===== config.mk =====
export PLATFORM = sky130hd
export DESIGN_NAME = flash_reg_guard
export DESIGN_NICKNAME = d
export VERILOG_FILES = /design/src/rtl/flash_guard_pkg.sv /design/src/rtl/flash_guard_decode.sv /design/src/rtl/flash_guard_keyfsm.sv /design/src/rtl/flash_guard_gate.sv /design/src/rtl/flash_reg_guard.sv
export SDC_FILE = /design/constraint.sdc
export NUM_CORES = 1
export LEC_CHECK = 0
export BUFFER_PORTS_ARGS = -buffer_cell sky130_fd_sc_hd__buf_2
export CORE_ASPECT_RATIO = 1.25
export CORE_MARGIN = 5
export CORE_UTILIZATION = 30
export CTS_BUF_LIST = sky130_fd_sc_hd__clkbuf_16
export DETAILED_ROUTE_END_ITERATION = 8
export PLACE_DENSITY = 0.87
export SYNTH_ARGS = -nofsm -noshare
export SYNTH_HDL_FRONTEND = slang
export SYNTH_SLANG_ARGS = --single-unit

===== constraint.sdc =====
create_clock -name clk -period 2 [get_ports clk]
set_input_delay 0.2 -clock clk [delete_from_list [all_inputs] [get_ports clk]]
set_output_delay 0.2 -clock clk [all_outputs]
set_load 0.01 [all_outputs]

===== src/rtl/flash_guard_pkg.sv =====
package flash_guard_pkg;

    typedef enum logic [2:0] {
        CLS_CTRL,
        CLS_STAT,
        CLS_UNLK_A,
        CLS_UNLK_B,
        CLS_OTHER
    } reg_cls_e;

    typedef enum logic [1:0] {
        KEY_IDLE,
        KEY_FIRST,
        KEY_SECOND,
        KEY_OPEN
    } key_state_e;

    typedef enum logic [1:0] {
        WR_PASS,
        WR_DROP,
        WR_LOCAL
    } wr_fate_e;

endpackage


===== src/rtl/flash_guard_decode.sv =====
module flash_guard_decode
    import flash_guard_pkg::*;
#(
    parameter int ADDR_W = 8,
    parameter logic [ADDR_W-1:0] OFS_CTRL   = 'h00,
    parameter logic [ADDR_W-1:0] OFS_STAT   = 'h2c,
    parameter logic [ADDR_W-1:0] OFS_UNLK_A = 'h18,
    parameter logic [ADDR_W-1:0] OFS_UNLK_B = 'h1c
) (
    input  logic [ADDR_W-1:0] addr,
    output reg_cls_e          cls
);

    always_comb begin
        if (addr == OFS_CTRL)
            cls = CLS_CTRL;
        else if (addr == OFS_STAT)
            cls = CLS_STAT;
        else if (addr == OFS_UNLK_A)
            cls = CLS_UNLK_A;
        else if (addr == OFS_UNLK_B)
            cls = CLS_UNLK_B;
        else
            cls = CLS_OTHER;
    end

endmodule


===== src/rtl/flash_guard_keyfsm.sv =====
module flash_guard_keyfsm
    import flash_guard_pkg::*;
#(
    parameter int DATA_W = 32,
    parameter logic [DATA_W-1:0] KEY_1 = 'h7123,
    parameter logic [DATA_W-1:0] KEY_2 = 'h812a,
    parameter logic [DATA_W-1:0] KEY_3 = 'hbee1
) (
    input  logic              clk,
    input  logic              rst_n,
    input  logic              wr_en,
    input  reg_cls_e          cls,
    input  logic [DATA_W-1:0] wdata,
    output logic              key_open
);

    key_state_e state_q, state_d;

    // state register
    always_ff @(posedge clk or negedge rst_n) begin
        if (!rst_n)
            state_q <= KEY_IDLE;
        else
            state_q <= state_d;
    end

    // next state: any write other than the expected key returns to idle
    always_comb begin
        state_d = state_q;
        if (wr_en) begin
            unique case (state_q)
                KEY_IDLE:
                    state_d = (cls == CLS_UNLK_A && wdata == KEY_1) ? KEY_FIRST : KEY_IDLE;
                KEY_FIRST:
                    state_d = (cls == CLS_UNLK_B && wdata == KEY_2) ? KEY_SECOND : KEY_IDLE;
                KEY_SECOND:
                    state_d = (cls == CLS_UNLK_A && wdata == KEY_3) ? KEY_OPEN : KEY_IDLE;
                KEY_OPEN:
                    state_d = KEY_IDLE;
                default:
                    state_d = KEY_IDLE;
            endcase
        end
    end

    // outputs
    always_comb begin
        key_open = (state_q == KEY_OPEN);
    end

endmodule


===== src/rtl/flash_guard_gate.sv =====
module flash_guard_gate
    import flash_guard_pkg::*;
(
    input  logic     clk,
    input  logic     rst_n,
    input  logic     wr_en,
    input  reg_cls_e cls,
    input  logic     wp_bit_in,
    input  logic     wer_bit_in,
    input  logic     key_open,
    output logic     fwd,
    output logic     wp_q,
    output logic     wer_q
);

    wr_fate_e fate;

    always_comb begin
        unique case (cls)
            CLS_CTRL: begin
                if (key_open)
                    fate = WR_PASS;
                else if (wp_bit_in != wp_q)
                    fate = WR_DROP;
                else if (wp_q)
                    fate = WR_DROP;
                else
                    fate = WR_PASS;
            end
            CLS_STAT, CLS_UNLK_A, CLS_UNLK_B:
                fate = WR_LOCAL;
            CLS_OTHER:
                fate = wp_q ? WR_DROP : WR_PASS;
            default:
                fate = WR_DROP;
        endcase
    end

    always_comb begin
        fwd = wr_en && (fate == WR_PASS);
    end

    always_ff @(posedge clk or negedge rst_n) begin
        if (!rst_n) begin
            wp_q  <= 1'b1;
            wer_q <= 1'b0;
        end else if (wr_en) begin
            if (cls == CLS_CTRL && key_open)
                wp_q <= wp_bit_in;
            if (fate == WR_DROP)
                wer_q <= 1'b1;
            else if (cls == CLS_STAT && wer_bit_in)
                wer_q <= 1'b0;
        end
    end

endmodule


===== src/rtl/flash_reg_guard.sv =====
module flash_reg_guard
    import flash_guard_pkg::*;
#(
    parameter int ADDR_W  = 8,
    parameter int DATA_W  = 32,
    parameter int WP_BIT  = 1,
    parameter int WER_BIT = 1
) (
    input  logic              clk,
    input  logic              rst_n,
    input  logic [ADDR_W-1:0] bus_addr,
    input  logic [DATA_W-1:0] bus_wdata,
    input  logic              bus_wr,
    input  logic              bus_rd,
    output logic [DATA_W-1:0] bus_rdata,
    output logic              cfg_wr,
    output logic              cfg_rd,
    output logic [ADDR_W-1:0] cfg_addr,
    output logic [DATA_W-1:0] cfg_wdata,
    input  logic [DATA_W-1:0] cfg_rdata,
    output logic              ctrl_wp,
    output logic              wr_err
);

    reg_cls_e bus_cls;
    logic     key_open;
    logic     fwd;

    flash_guard_decode #(.ADDR_W(ADDR_W)) u_decode (
        .addr (bus_addr),
        .cls  (bus_cls)
    );

    flash_guard_keyfsm #(.DATA_W(DATA_W)) u_keyfsm (
        .clk      (clk),
        .rst_n    (rst_n),
        .wr_en    (bus_wr),
        .cls      (bus_cls),
        .wdata    (bus_wdata),
        .key_open (key_open)
    );

    flash_guard_gate u_gate (
        .clk        (clk),
        .rst_n      (rst_n),
        .wr_en      (bus_wr),
        .cls        (bus_cls),
        .wp_bit_in  (bus_wdata[WP_BIT]),
        .wer_bit_in (bus_wdata[WER_BIT]),
        .key_open   (key_open),
        .fwd        (fwd),
        .wp_q       (ctrl_wp),
        .wer_q      (wr_err)
    );

    always_comb begin
        cfg_wr    = fwd;
        cfg_rd    = bus_rd;
        cfg_addr  = bus_addr;
        cfg_wdata = bus_wdata;
        bus_rdata = cfg_rdata;
        if (bus_cls == CLS_CTRL)
            bus_rdata[WP_BIT] = ctrl_wp;
        else if (bus_cls == CLS_STAT)
            bus_rdata[WER_BIT] = wr_err;
    end

endmodule


=== Word-level counts from Yosys, hierarchy flattened ===
Index checks and enable logic that the tools add are counted.

* Equal/unequal tests: 15
* Mux-type cells: 16
* Reductions and logical operators: 14

{| class="wikitable"
|+ Operators by type and width
! operator !! count
|-
| 32-bit by 16-bit == test with 1-bit output, second input constant || 2
|-
| 32-bit by 15-bit == test with 1-bit output, second input constant || 1
|-
| 8-bit by 5-bit == test with 1-bit output, second input constant || 2
|-
| 3-bit 2-to-1 mux || 4
|-
| 8-bit by 6-bit == test with 1-bit output, second input constant || 1
|-
| 8-bit zero test || 1
|-
| 2-bit 2-to-1 mux || 4
|-
| 2-bit case mux with 4 select lines || 1
|-
| 3-bit by 2-bit == test with 1-bit output, second input constant || 2
|-
| 1-bit logical AND || 6
|-
| 1-bit 2-to-1 mux || 6
|-
| 2-bit case mux with 3 select lines || 1
|-
| 2-bit by 1-bit == test with 1-bit output, second input constant || 2
|-
| 2-bit == test, second input constant || 2
|-
| 2-bit zero test || 2
|-
| 2-bit AND reduction || 2
|-
| 3-bit by 1-bit == test with 1-bit output, second input constant || 1
|-
| 3-bit == test, second input constant || 1
|-
| 3-bit zero test || 1
|-
| 3-bit OR reduction || 1
|-
| 2-bit nonzero test || 1
|-
| 1-bit inequality test || 1
|}

* Flip-flop bits (word level): 4
* Input port bits: 76
* Output and inout bits: 76
* Logic and storage cells: 48

=== Logic depth before layout (Yosys ltp) ===
Gate-level depths: netlist (run 1).

* Word-level depth: 11
* Depth in mapped cells: 4
* Depth with buffers taken out: 4

=== Cells and area by module ===
A second synthesis (run 1) with hierarchy kept.

* Cells, all modules: 127
* Area, all modules: 1066.0 um^2

{| class="wikitable"
|+ By module, submodules not included
! module !! times used !! cells each !! area each (um^2) !! seq. area each (um^2)
|-
| flash_reg_guard || 1 || 75 || 563.0 || 0.0
|-
| flash_guard_keyfsm || 1 || 29 || 285.3 || 50.0
|-
| flash_guard_gate || 1 || 15 || 136.4 || 51.3
|-
| flash_guard_decode || 1 || 8 || 81.3 || 0.0
|}

=== Least setup slack after synthesis (run 1) ===
OpenSTA, ideal clock, no wires.

* Path type: in2reg
* Start: input bus_addr[1]
* End: register u_keyfsm.state_q[0]
* Library setup time: 0.101 ns
* Arrival time: 1.270 ns
* Data required time: 1.899 ns
* Slack: 0.629 ns
* Stages on the path: 4
* Buffers on the path: 0
* Path through: nor4_4 nand3_2 or3_1 o32ai_1

* Cells in the longest elaborated chain, start to end: 9
* Elaborated cells on any way between the ends: 14
* Classes of those cells: eq/ne: 4; mux: 7; reduce/logical: 3

{| class="wikitable"
|+ Ends and longest elaborated chain
! item !! line !! text
|-
| from (decl) || flash_reg_guard.sv:11 || <nowiki>input logic [ADDR_W-1:0] bus_addr,</nowiki>
|-
| 8-bit by 5-bit == test with 1-bit output || flash_guard_decode.sv:21 || <nowiki>else if (addr == OFS_UNLK_B)</nowiki>
|-
| 3-bit 2-to-1 mux || flash_guard_decode.sv:21 ||
|-
| 3-bit 2-to-1 mux || flash_guard_decode.sv:19 || <nowiki>else if (addr == OFS_UNLK_A)</nowiki>
|-
| 3-bit 2-to-1 mux || flash_guard_decode.sv:17 || <nowiki>else if (addr == OFS_STAT)</nowiki>
|-
| 3-bit 2-to-1 mux (*) || flash_guard_decode.sv:15 || <nowiki>if (addr == OFS_CTRL)</nowiki>
|-
| 3-bit by 2-bit == test with 1-bit output (*) || flash_guard_keyfsm.sv:33, flash_guard_keyfsm.sv:37 ||
|-
| 1-bit logical AND (on tied branches) || flash_guard_keyfsm.sv:37, flash_guard_keyfsm.sv:33 ||
|-
| 2-bit 2-to-1 mux / 1-bit 2-to-1 mux (equally long branches) || flash_guard_keyfsm.sv:37, flash_guard_keyfsm.sv:33 ||
|-
| 2-bit case mux with 4 select lines (*) || flash_guard_keyfsm.sv:31 || <nowiki>unique case (state_q)</nowiki>
|-
| to (signal assigned) || flash_guard_keyfsm.sv:24 || <nowiki>state_q <= state_d;</nowiki>
|-
| to (decl) || flash_guard_keyfsm.sv:17 || <nowiki>key_state_e state_q, state_d;</nowiki>
|}

Mark *: on every way between the ends. The rest lies on a longest branch, timed or not.
A chain may end at the register's enable or synchronous reset.

=== Final worst setup path (run 1) ===
* Start: input bus_addr[1]
* End: output cfg_wr

* Cells in the longest elaborated chain, start to end: 10
* Elaborated cells on any way between the ends: 17
* Classes of those cells: eq/ne: 7; mux: 5; reduce/logical: 5

{| class="wikitable"
|+ Ends and longest elaborated chain
! item !! line !! text
|-
| 8-bit by 5-bit == test with 1-bit output || flash_guard_decode.sv:21 ||
|-
| 3-bit 2-to-1 mux || flash_guard_decode.sv:21 ||
|-
| 3-bit 2-to-1 mux || flash_guard_decode.sv:19 ||
|-
| 3-bit 2-to-1 mux || flash_guard_decode.sv:17 ||
|-
| 3-bit 2-to-1 mux (*) || flash_guard_decode.sv:15 ||
|-
| 3-bit by 1-bit == test with 1-bit output / 3-bit by 2-bit == test with 1-bit output (equally long branches) || flash_guard_gate.sv:19 || <nowiki>unique case (cls)</nowiki>
|-
| 3-bit OR reduction || flash_guard_gate.sv:19 ||
|-
| 2-bit case mux with 3 select lines (*) || flash_guard_gate.sv:19 ||
|-
| 2-bit zero test (*) || flash_guard_gate.sv:40 || <nowiki>fwd = wr_en && (fate == WR_PASS);</nowiki>
|-
| 1-bit logical AND (*) || flash_guard_gate.sv:40 ||
|-
| to (decl) || flash_reg_guard.sv:16 || <nowiki>output logic cfg_wr,</nowiki>
|}

Marks and branches as above.

==> results_dict.tcl, run 1 <==
set metrics [dict create \
    io_pins 152 \
    numPortBuffers 87 \
    synth_cell_types 29 \
    syn_to_final_growth_pct 3.11 \
    ant_nets 0 \
    critPathKind "in2out" \
    fmax_mhz 625 \
    routedWlPerCell_um 15.7 \
    cp_cell_sequence "buf_2 > nor4_4 > and2_2 > a31o_2 > nor2b_1 > buf_2" \
    drv_slew 0 \
    synth.avg_cell_area_um2 7.91 \
    postRouteWirelength_um 2820 \
    grt_first_pass_wirelength_um 3600 \
    vias 859 \
    die-height_um 73.4 \
    crit_path_max_incr_delay_ns 0.41 \
    overflow 0 \
    period_minus_slack_ns 1.60 \
    drc 0 \
    setup_viol 0 \
    synth-seq-cells 4 \
    holdCritPathClass "in2reg" \
    power.density_nw_per_um2 555 \
    layout-drive-gt1-share 0.676 \
    rr_worst_depth 4 \
    clkTransAtPathRegs_ns 0.03 \
    cts_tree "built" \
    power_uw 552 \
    drt_iter0_drc 22 \
    status "completed" \
    multi_input_area_um2 312 \
    cts_resized 0 \
    crit_path_max_fanout 5 \
    root_buffer "clkbuf_16" \
    synth-seq-area-share 0.105 \
    worstMarginPinSlew_ns 0.373 \
    max_cap_viol_count 0 \
    fin_tns_setup_ns 0 \
    seqCellArea_um2 101 \
    slew_headroom 0.749 \
    ys_warn_count 0 \
    cts_max_path_buffers 2 \
    fin_crit_sh 0.800 \
    routabilityCongestion 0.776 \
    dr.pass1.iters 4 \
    rsz0062_at_grt "false" \
    fin_skew_ns 0.00307 \
    fp.coreArea_um2 3170 \
    worstPathArrival_ns 1.40 \
    grt_antenna_before_repair 0 \
    synth_nets 198 \
    endpoint_kind "output pin" \
    synth_area_um2 965 \
    dpl.hpwl_um 2540 \
    critPathLaunchType "input pin" \
    antenna_cells 0 \
    finalHoldViolations 0 \
    initial_core_util 0.305 \
    post-cts-setup-buffer-count 0 \
    grt_max_degree 7 \
    grt_pass1_vias 789 \
    max-vdd-ir-drop_mv 0.305 \
    htreeDepth 1 \
    worstHoldPathCells 2 \
    syn_inst 122 \
    viasPerCell 4.80 \
    die_area_um2 4460 \
    finalNetCount 219 \
    rows 23 \
    clk_latency_ns 0.23 \
    leakage_nw 0.530 \
    clock_sinks 4 \
    numCtsBuffers 3 \
    cp_data_required_time_ns 1.80 \
    cp_slowest_cell "nor4_4" \
    grtUsageTotal 0.114 \
    cp_common_cell "buf_2" \
    die_w_um 60.7 \
    fill_cells 359 \
]
[placed cells by master (no fill, tap or decap), types with 2 or more instances in the layout]
cell type   n
nand2_1     5
o21ai_0     3
buf_2      87
nand3_1     2
nor2b_1     2
dfrtp_1     3
inv_1       4
nand4_1     4
nor4bb_1    3
and4b_1     2
nor4_1      5
clkbuf_16   3
[per-stage QoR]
| step | hold slack, ns | setup slack, ns | instances | area [µm²] | utilization |
|---|---|---|---|---|---|
| finish | 0.252 | 0.400 | 179 | 995 | 0.314 |
| global route | 0.264 | 0.265 | 179 | 995 | 0.314 |
| CTS | 0.255 | 0.368 | 179 | 995 | 0.314 |
| detailed placement | 0.0166 | 0.328 | 174 | 906 | 0.286 |
| global placement | 0.0142 | 0.371 | 174 | 906 | 0.286 |
| floorplan | -0.0956 | 0.629 | 122 | 965 | - |
[cells in the mapped netlist]
cell type	count	area, µm²
nor4_1	5	31.3
nand3_1	2	10.0
mux2i_1	1	10.0
o22ai_1	1	6.26
nor3_1	1	5.00
o211ai_1	1	7.51
nor2b_1	2	12.5
buf_4	72	541
a31o_2	1	8.76
and4b_1	2	20.0
dfrtp_1	3	75.1
nor4_4	1	21.3
and2_2	1	7.51
nor4bb_1	3	30.0
a31oi_1	1	6.26
nor4b_1	1	8.76
mux2_2	1	11.3
nand3_2	1	10.0
o32a_1	1	10.0
or3_1	1	6.26
dfstp_2	1	26.3
and3b_1	1	8.76
nand4_1	4	25.0
o31a_1	1	8.76
inv_1	3	11.3
nor2_1	1	3.75
o21ai_0	3	15.0
nand2_1	5	18.8
o32ai_1	1	8.76
[state kept, by name, indices dropped and copies added, names as in the netlist]
| name | flops |
|---|---|
| u_keyfsm.state_q | 2 |
| u_gate.wp_q | 1 |
| u_gate.wer_q | 1 |
[routing by layer]
layer	global-route usage	share of wire	up-vias
met5	0	0	-
met4	0.116	0.058	0
met3	0.0141	0.18	24
met2	0.215	0.49	72
met1	0.0929	0.27	369
li1	-	-	394
[final timing paths]
path / start / slack [ns] / endpoint
worst max-delay path: bus_addr[1] / 0.40 / cfg_wr
worst min-delay path: bus_wr / 0.25 / u_keyfsm.state_q[1]$_DFFE_PN0P_
worst max register to register: u_keyfsm.state_q[1]$_DFFE_PN0P_ / 0.71 / u_keyfsm.state_q[0]$_DFFE_PN0P_
worst min register to register: u_gate.wer_q$_DFFE_PN0P_ / 0.57 / u_gate.wer_q$_DFFE_PN0P_
max in group asynchronous: rst_n / 1.47 / u_gate.wp_q$_DFFE_PN1P_
min in group asynchronous: rst_n / 0.32 / u_keyfsm.state_q[0]$_DFFE_PN0P_
[power by group]
group | internal (mW) | switching (mW) | total (mW)
Combinational | 0.0713 | 0.0814 | 0.153
Sequential | 0.0828 | 0.00102 | 0.0838
Clock | 0.258 | 0.0578 | 0.316
[cells by family after synthesis]
kind of cell / after synthesis / share of synthesized area
compound gates: 10 / 0.0739
buf+inv: 75 / 0.572
flops: 4 / 0.105
mux: 2 / 0.0220
simple gates: 31 / 0.227
[worst max-delay path: cells and delay by family]
family | cells | cell delay (ns)
compound gates | 1 | 0.16
buf+inv | 2 | 0.26
simple gates | 3 | 0.77
[timing repair]
action                                 CTS  global route
hold buffers                             1             0
setup endpoints to repair                0             0
endpoints found under the hold margin    4             0
[area by class of cell]
type | instances | area share
multi-input combinational | 43 | 0.313
inverter | 3 | 0.0113
sequential | 4 | 0.102
clock buffer | 3 | 0.0755
tap | 37 | 0.0465
timing repair buffer | 88 | 0.448
clock inverter | 1 | 0.00377
Note: power is estimated with default switching activity, not from simulation.
==> inputs of run 2 (changes only) <==
--- a/config.mk
+++ b/config.mk
@@ -8,10 +8,10 @@
 export BUFFER_PORTS_ARGS = -buffer_cell sky130_fd_sc_hd__buf_2
 export CORE_ASPECT_RATIO = 1.25
 export CORE_MARGIN = 5
-export CORE_UTILIZATION = 30
+export CORE_UTILIZATION = 29
 export CTS_BUF_LIST = sky130_fd_sc_hd__clkbuf_16
 export DETAILED_ROUTE_END_ITERATION = 8
-export PLACE_DENSITY = 0.87
+export PLACE_DENSITY = 0.85
 export SYNTH_ARGS = -nofsm -noshare
 export SYNTH_HDL_FRONTEND = slang
 export SYNTH_SLANG_ARGS = --single-unit
==> constraint.sdc (replaced) <==
create_clock -name clk -period 1.6 [get_ports clk]
set_input_delay 0.16 -clock clk [delete_from_list [all_inputs] [get_ports clk]]
set_output_delay 0.16 -clock clk [all_outputs]
set_load 0.01 [all_outputs]
==> run 2 against run 1 <==
Core utilization grew 0.33 points. Clock power increased by 27%. Via count up 6.2%. Critical path depth unchanged. First-iteration DRC count fell by 18%.
==> results_dict.tcl, run 2 (synthesis gave the netlist of run 1 again) <==
set metrics [dict create \
    slew_headroom 0.765 \
    cp_data_required_time_ns 1.44 \
    die_area_um2 4590 \
    reg_top3 "u_keyfsm.state_q (2), u_gate.wer_q (1), u_gate.wp_q (1)" \
    leakage_nw 0.545 \
    worstPathArrival_ns 1.36 \
    drc 0 \
    dpl.hpwl_um 3040 \
    clk_latency_ns 0.23 \
    root_buffer "clkbuf_16" \
    endpoint_kind "output pin" \
    timing.rr.start "u_keyfsm.state_q[1]$_DFFE_PN0P_" \
    grt_antenna_before_repair 0 \
    finalNetCount 222 \
    max_cap_viol_count 0 \
    overflow 0 \
    dr.pass1.iters 4 \
    grt_first_pass_wirelength_um 4260 \
    power.density_nw_per_um2 691 \
    fin_crit_sh 0.951 \
    numCtsBuffers 3 \
    max-vdd-ir-drop_mv 0.406 \
    postRouteWirelength_um 3330 \
    io_pins 152 \
    vias 912 \
    syn_to_final_growth_pct 6.10 \
    viasPerCell 5.01 \
    setup_viol 0 \
    fin_skew_ns 0.00160 \
    final_cell_mix "87 x buf_2, 5 x nand2_1, 4 x inv_1, 4 x nor4_1, 4 x nand4_1" \
    pre_cts_slack_ns -0.0352 \
    power_uw 708 \
    cts_tree "built" \
    drt_iter0_drc 18 \
    r2r-end "u_keyfsm.state_q[0]$_DFFE_PN0P_" \
    htreeDepth 1 \
    critPathKind "in2out" \
    layout-drive-gt1-share 0.690 \
    rows 23 \
    critPathLaunchType "input pin" \
    layout_setup_ws_ns 0.0787 \
    worstHoldPathCells 2 \
    antenna_cells 0 \
    finalHoldViolations 0 \
    numPortBuffers 87 \
    fp.coreArea_um2 3220 \
    routedWlPerCell_um 18.3 \
    cts_max_path_buffers 2 \
    layout_commonest_cell "buf_2" \
    worstMarginPinSlew_ns 0.350 \
    initial_core_util 0.299 \
    die-height_um 74.5 \
    rsz0062_at_grt "false" \
    rr_worst_depth 4 \
    largest-register "u_keyfsm.state_q" \
    whs_endpoint "u_keyfsm.state_q[1]$_DFFE_PN0P_" \
    r2r_slack_ns 0.27 \
    hp-start "bus_wr" \
    grt_max_degree 7 \
    fill_cells 377 \
    grt_pass1_vias 861 \
    largest_reg_flops 2 \
    crit_path_max_fanout 4 \
    drv_slew 0 \
    die_w_um 61.6 \
    period_minus_slack_ns 1.52 \
    ant_nets 0 \
    grtUsageTotal 0.133 \
    fmax_mhz 657 \
    holdCritPathClass "in2reg" \
    status "completed" \
    clkTransAtPathRegs_ns 0.03 \
    clock_sinks 4 \
    routabilityCongestion 0.779 \
]
==> run 2: cell types whose count changed in the layout (fill, tap and decap cells not counted) <==
| cell | before | now |
|---|---|---|
| buf_4 | 0 | 3 |
| nor4_1 | 5 | 4 |
| nor4_2 | 0 | 1 |
==> run 2: worst max path at each step <==
stage                           start                              end  slack, ns
final                     bus_addr[4]                           cfg_wr       0.08
after global routing      bus_addr[4]                           cfg_wr       0.03
after CTS                 bus_addr[4]                           cfg_wr       0.06
after detailed placement  bus_addr[1]  u_keyfsm.state_q[0]$_DFFE_PN0P_      -0.04
after global placement    bus_addr[4]                           cfg_wr     -0.005
after floorplan           bus_addr[1]  u_keyfsm.state_q[0]$_DFFE_PN0P_       0.27
==> run 2: repair_timing <==
| item | 4_1_cts | 5_1_grt |
|---|---|---|
| resized for setup | 1 | 0 |
| setup buffers | 1 | 0 |
| setup endpoints to repair | 1 | 0 |
| hold buffers | 1 | 0 |
| endpoints found under the hold margin | 4 | 0 |
==> run 2: layer usage <==
layer | vias to the layer above | wire (µm) | global-route usage
li1 | 401 | - | -
met1 | 407 | 1150 | 0.144
met2 | 90 | 1590 | 0.233
met3 | 14 | 509 | 0.0260
met4 | 0 | 82 | 0.0778
met5 | - | 0 | 0
==> run 2: metrics by stage <==
stage	utilization	std cells	instance area, µm²	hold slack [ns]	setup TNS [ns]
2_1_floorplan	-	122	965	-0.136	0
3_3_place_gp	0.286	176	921	-0.0337	-0.00535
3_5_place_dp	0.286	176	921	-0.0316	-0.0654
4_1_cts	0.318	182	1020	0.205	0
5_1_grt	0.318	182	1020	0.231	0
6_report	0.318	182	1020	0.209	0
==> run 2: report_power, final <==
group / switching (mW) / leakage, nW / internal [mW] / total [mW]
clock: 0.0767 / 0.0423 / 0.323 / 0.400
sequential: 0.00167 / 0.0520 / 0.103 / 0.105
combinational: 0.109 / 0.451 / 0.0933 / 0.203
==> run 2: area by class of cell <==
| class | count | area, µm² | share of cell area |
|---|---|---|---|
| clock buffers | 3 | 75.1 | 0.0733 |
| clock inverters | 1 | 3.75 | 0.00367 |
| inverters | 3 | 11.3 | 0.0110 |
| multi-input cells | 43 | 318 | 0.311 |
| flip-flops and latches | 4 | 101 | 0.0990 |
| well taps | 37 | 46.3 | 0.0452 |
| repair buffers | 91 | 468 | 0.457 |
==> run 2: critical path: stages <==
cell and delay, ns:
buf_2 0.11, nor4_2 0.34, and2_2 0.23, a31o_2 0.17, nor2b_1 0.18, buf_2 0.16
==> inputs of run 3 (changes only) <==
--- a/config.mk
+++ b/config.mk
@@ -5,7 +5,7 @@
 export SDC_FILE = /design/constraint.sdc
 export NUM_CORES = 1
 export LEC_CHECK = 0
-export BUFFER_PORTS_ARGS = -buffer_cell sky130_fd_sc_hd__buf_2
+export BUFFER_PORTS_ARGS = -buffer_cell sky130_fd_sc_hd__clkbuf_2
 export CORE_ASPECT_RATIO = 1.25
 export CORE_MARGIN = 5
 export CORE_UTILIZATION = 29
==> run 3 against run 2 <==
Sequential share of layout area decreased by 0.14 points. Clock skew increased by 0.0014 ns. Final cell count increased by 1.1%. Via count decreased by 0.77%. Final area increased by 1.5%. Core utilization increased by 0.47 points. Largest cell class unchanged. Largest power group unchanged.
==> results_dict.tcl, run 3 (synthesis gave the netlist of run 1 again) <==
set metrics [dict create \
    final_cell_mix "87 x clkbuf_2, 5 x nand2_1, 5 x buf_4" \
    fin_crit_sh 0.955 \
    multi_input_area_um2 318 \
    drc 0 \
    max_cap_viol_count 0 \
    max-vdd-ir-drop_mv 0.352 \
    die_w_um 61.6 \
    postRouteWirelength_um 3260 \
    endpoint_kind "output pin" \
    grtUsageTotal 0.138 \
    layout-drive-gt1-share 0.694 \
    grt_first_pass_wirelength_um 4410 \
    initial_core_util 0.299 \
    timing.rr.start "u_keyfsm.state_q[1]$_DFFE_PN0P_" \
    numCtsBuffers 3 \
    io_pins 152 \
    final_area_um2 1040 \
    numPortBuffers 87 \
    antenna_cells 0 \
    clk_latency_ns 0.23 \
    fin_util 0.322 \
    fill_cells 367 \
    grt_max_degree 7 \
    pre_cts_slack_ns -0.0128 \
    layout_commonest_cell "clkbuf_2" \
    cts_max_path_buffers 2 \
    worstPathArrival_ns 1.37 \
    place_area_um2 928 \
    period_minus_slack_ns 1.53 \
    layout_setup_ws_ns 0.0724 \
    seqCellArea_um2 101 \
    crit_path_max_fanout 4 \
    critPathKind "in2out" \
    critPathLaunchType "input pin" \
    setup_viol 0 \
    dr.pass1.iters 4 \
    fp.coreArea_um2 3220 \
    largest-register "u_keyfsm.state_q" \
    hp-start "bus_wr" \
    die-height_um 74.5 \
    die_area_um2 4590 \
    status "completed" \
    reg_top3 "u_keyfsm.state_q (2), u_gate.wer_q (1), u_gate.wp_q (1)" \
    r2r-end "u_keyfsm.state_q[0]$_DFFE_PN0P_" \
    grt_antenna_before_repair 0 \
    ant_nets 0 \
    drt_iter0_drc 19 \
    finalNetCount 224 \
    power.density_nw_per_um2 681 \
    cp_data_required_time_ns 1.44 \
    viasPerCell 4.92 \
    overflow 0 \
    finalHoldViolations 0 \
    largest_reg_flops 2 \
    clock_sinks 4 \
    fin_tns_setup_ns 0 \
    routedWlPerCell_um 17.7 \
    grt_pass1_vias 910 \
    leakage_nw 0.572 \
    vias 905 \
    rows 23 \
    fin_skew_ns 0.00297 \
    rr_worst_depth 4 \
    drv_slew 0 \
    slew_headroom 0.758 \
    whs_endpoint "u_keyfsm.state_q[1]$_DFFE_PN0P_" \
    worstMarginPinSlew_ns 0.360 \
    htreeDepth 1 \
    cts_tree "built" \
    dpl.hpwl_um 3060 \
    routabilityCongestion 0.755 \
    holdCritPathClass "in2reg" \
    syn_to_final_growth_pct 7.65 \
    fmax_mhz 655 \
    clkTransAtPathRegs_ns 0.03 \
    worstHoldPathCells 2 \
    r2r_slack_ns 0.29 \
    root_buffer "clkbuf_16" \
]
==> run 3: final cells by class <==
cell class | count | area share
Clock buffer | 3 | 0.0723
Clock inverter | 1 | 0.00361
Inverter | 3 | 0.0108
Multi-Input combinational cell | 43 | 0.306
Sequential cell | 4 | 0.0976
Tap cell | 37 | 0.0446
Timing Repair Buffer | 93 | 0.465
==> run 3: critical path: stages <==
cell and delay (ns):
clkbuf_2 0.10, nor4_4 0.37, buf_4 0.17, a31oi_1 0.07, a31o_2 0.23, nor2b_1 0.14
clkbuf_2 0.13
==> run 3: what timing repair did <==
item / in CTS / in global routing
endpoints found under the hold margin: 4 / 0
endpoints found under the setup margin: 1 / 1
gates resized for setup: 1 / 0
hold buffers: 1 / 0
pin swaps: 0 / 1
setup buffers: 0 / 2
==> run 3: worst max-delay path by stage <==
stage,startpoint,to,slack [ns],cells past startpoint
after floorplan,bus_addr[1],u_keyfsm.state_q[0]$_DFFE_PN0P_,0.27,4
after global placement,bus_addr[4],cfg_wr,0.02,6
after detailed placement,bus_addr[4],cfg_wr,-0.01,6
after CTS,bus_addr[1],cfg_wr,0.006,6
after global routing,bus_addr[6],bus_rdata[1],-0.003,7
final,bus_addr[6],cfg_wr,0.07,7
==> run 3: layer usage <==
layer | vias up | wire length, µm | share of wire | global-route usage
li1 | 411 | - | - | -
met1 | 392 | 1030 | 0.32 | 0.135
met2 | 87 | 1540 | 0.47 | 0.237
met3 | 15 | 588 | 0.18 | 0.0486
met4 | 0 | 106 | 0.033 | 0.0920
met5 | - | 0 | 0 | 0
==> run 3: power breakdown <==
group,total (mW),internal (mW),switching [mW]
Sequential,0.105,0.103,0.00150
Combinational,0.204,0.0944,0.110
Clock,0.398,0.323,0.0750
==> run 3: per-stage QoR <==
step	hold slack (ns)	total power, mW	instances
floorplan	-0.136	0.313	122
global placement	-0.0309	0.309	177
detailed placement	-0.0277	0.310	177
CTS	0.205	0.715	182
global route	0.230	0.742	184
finish	0.210	0.707	184
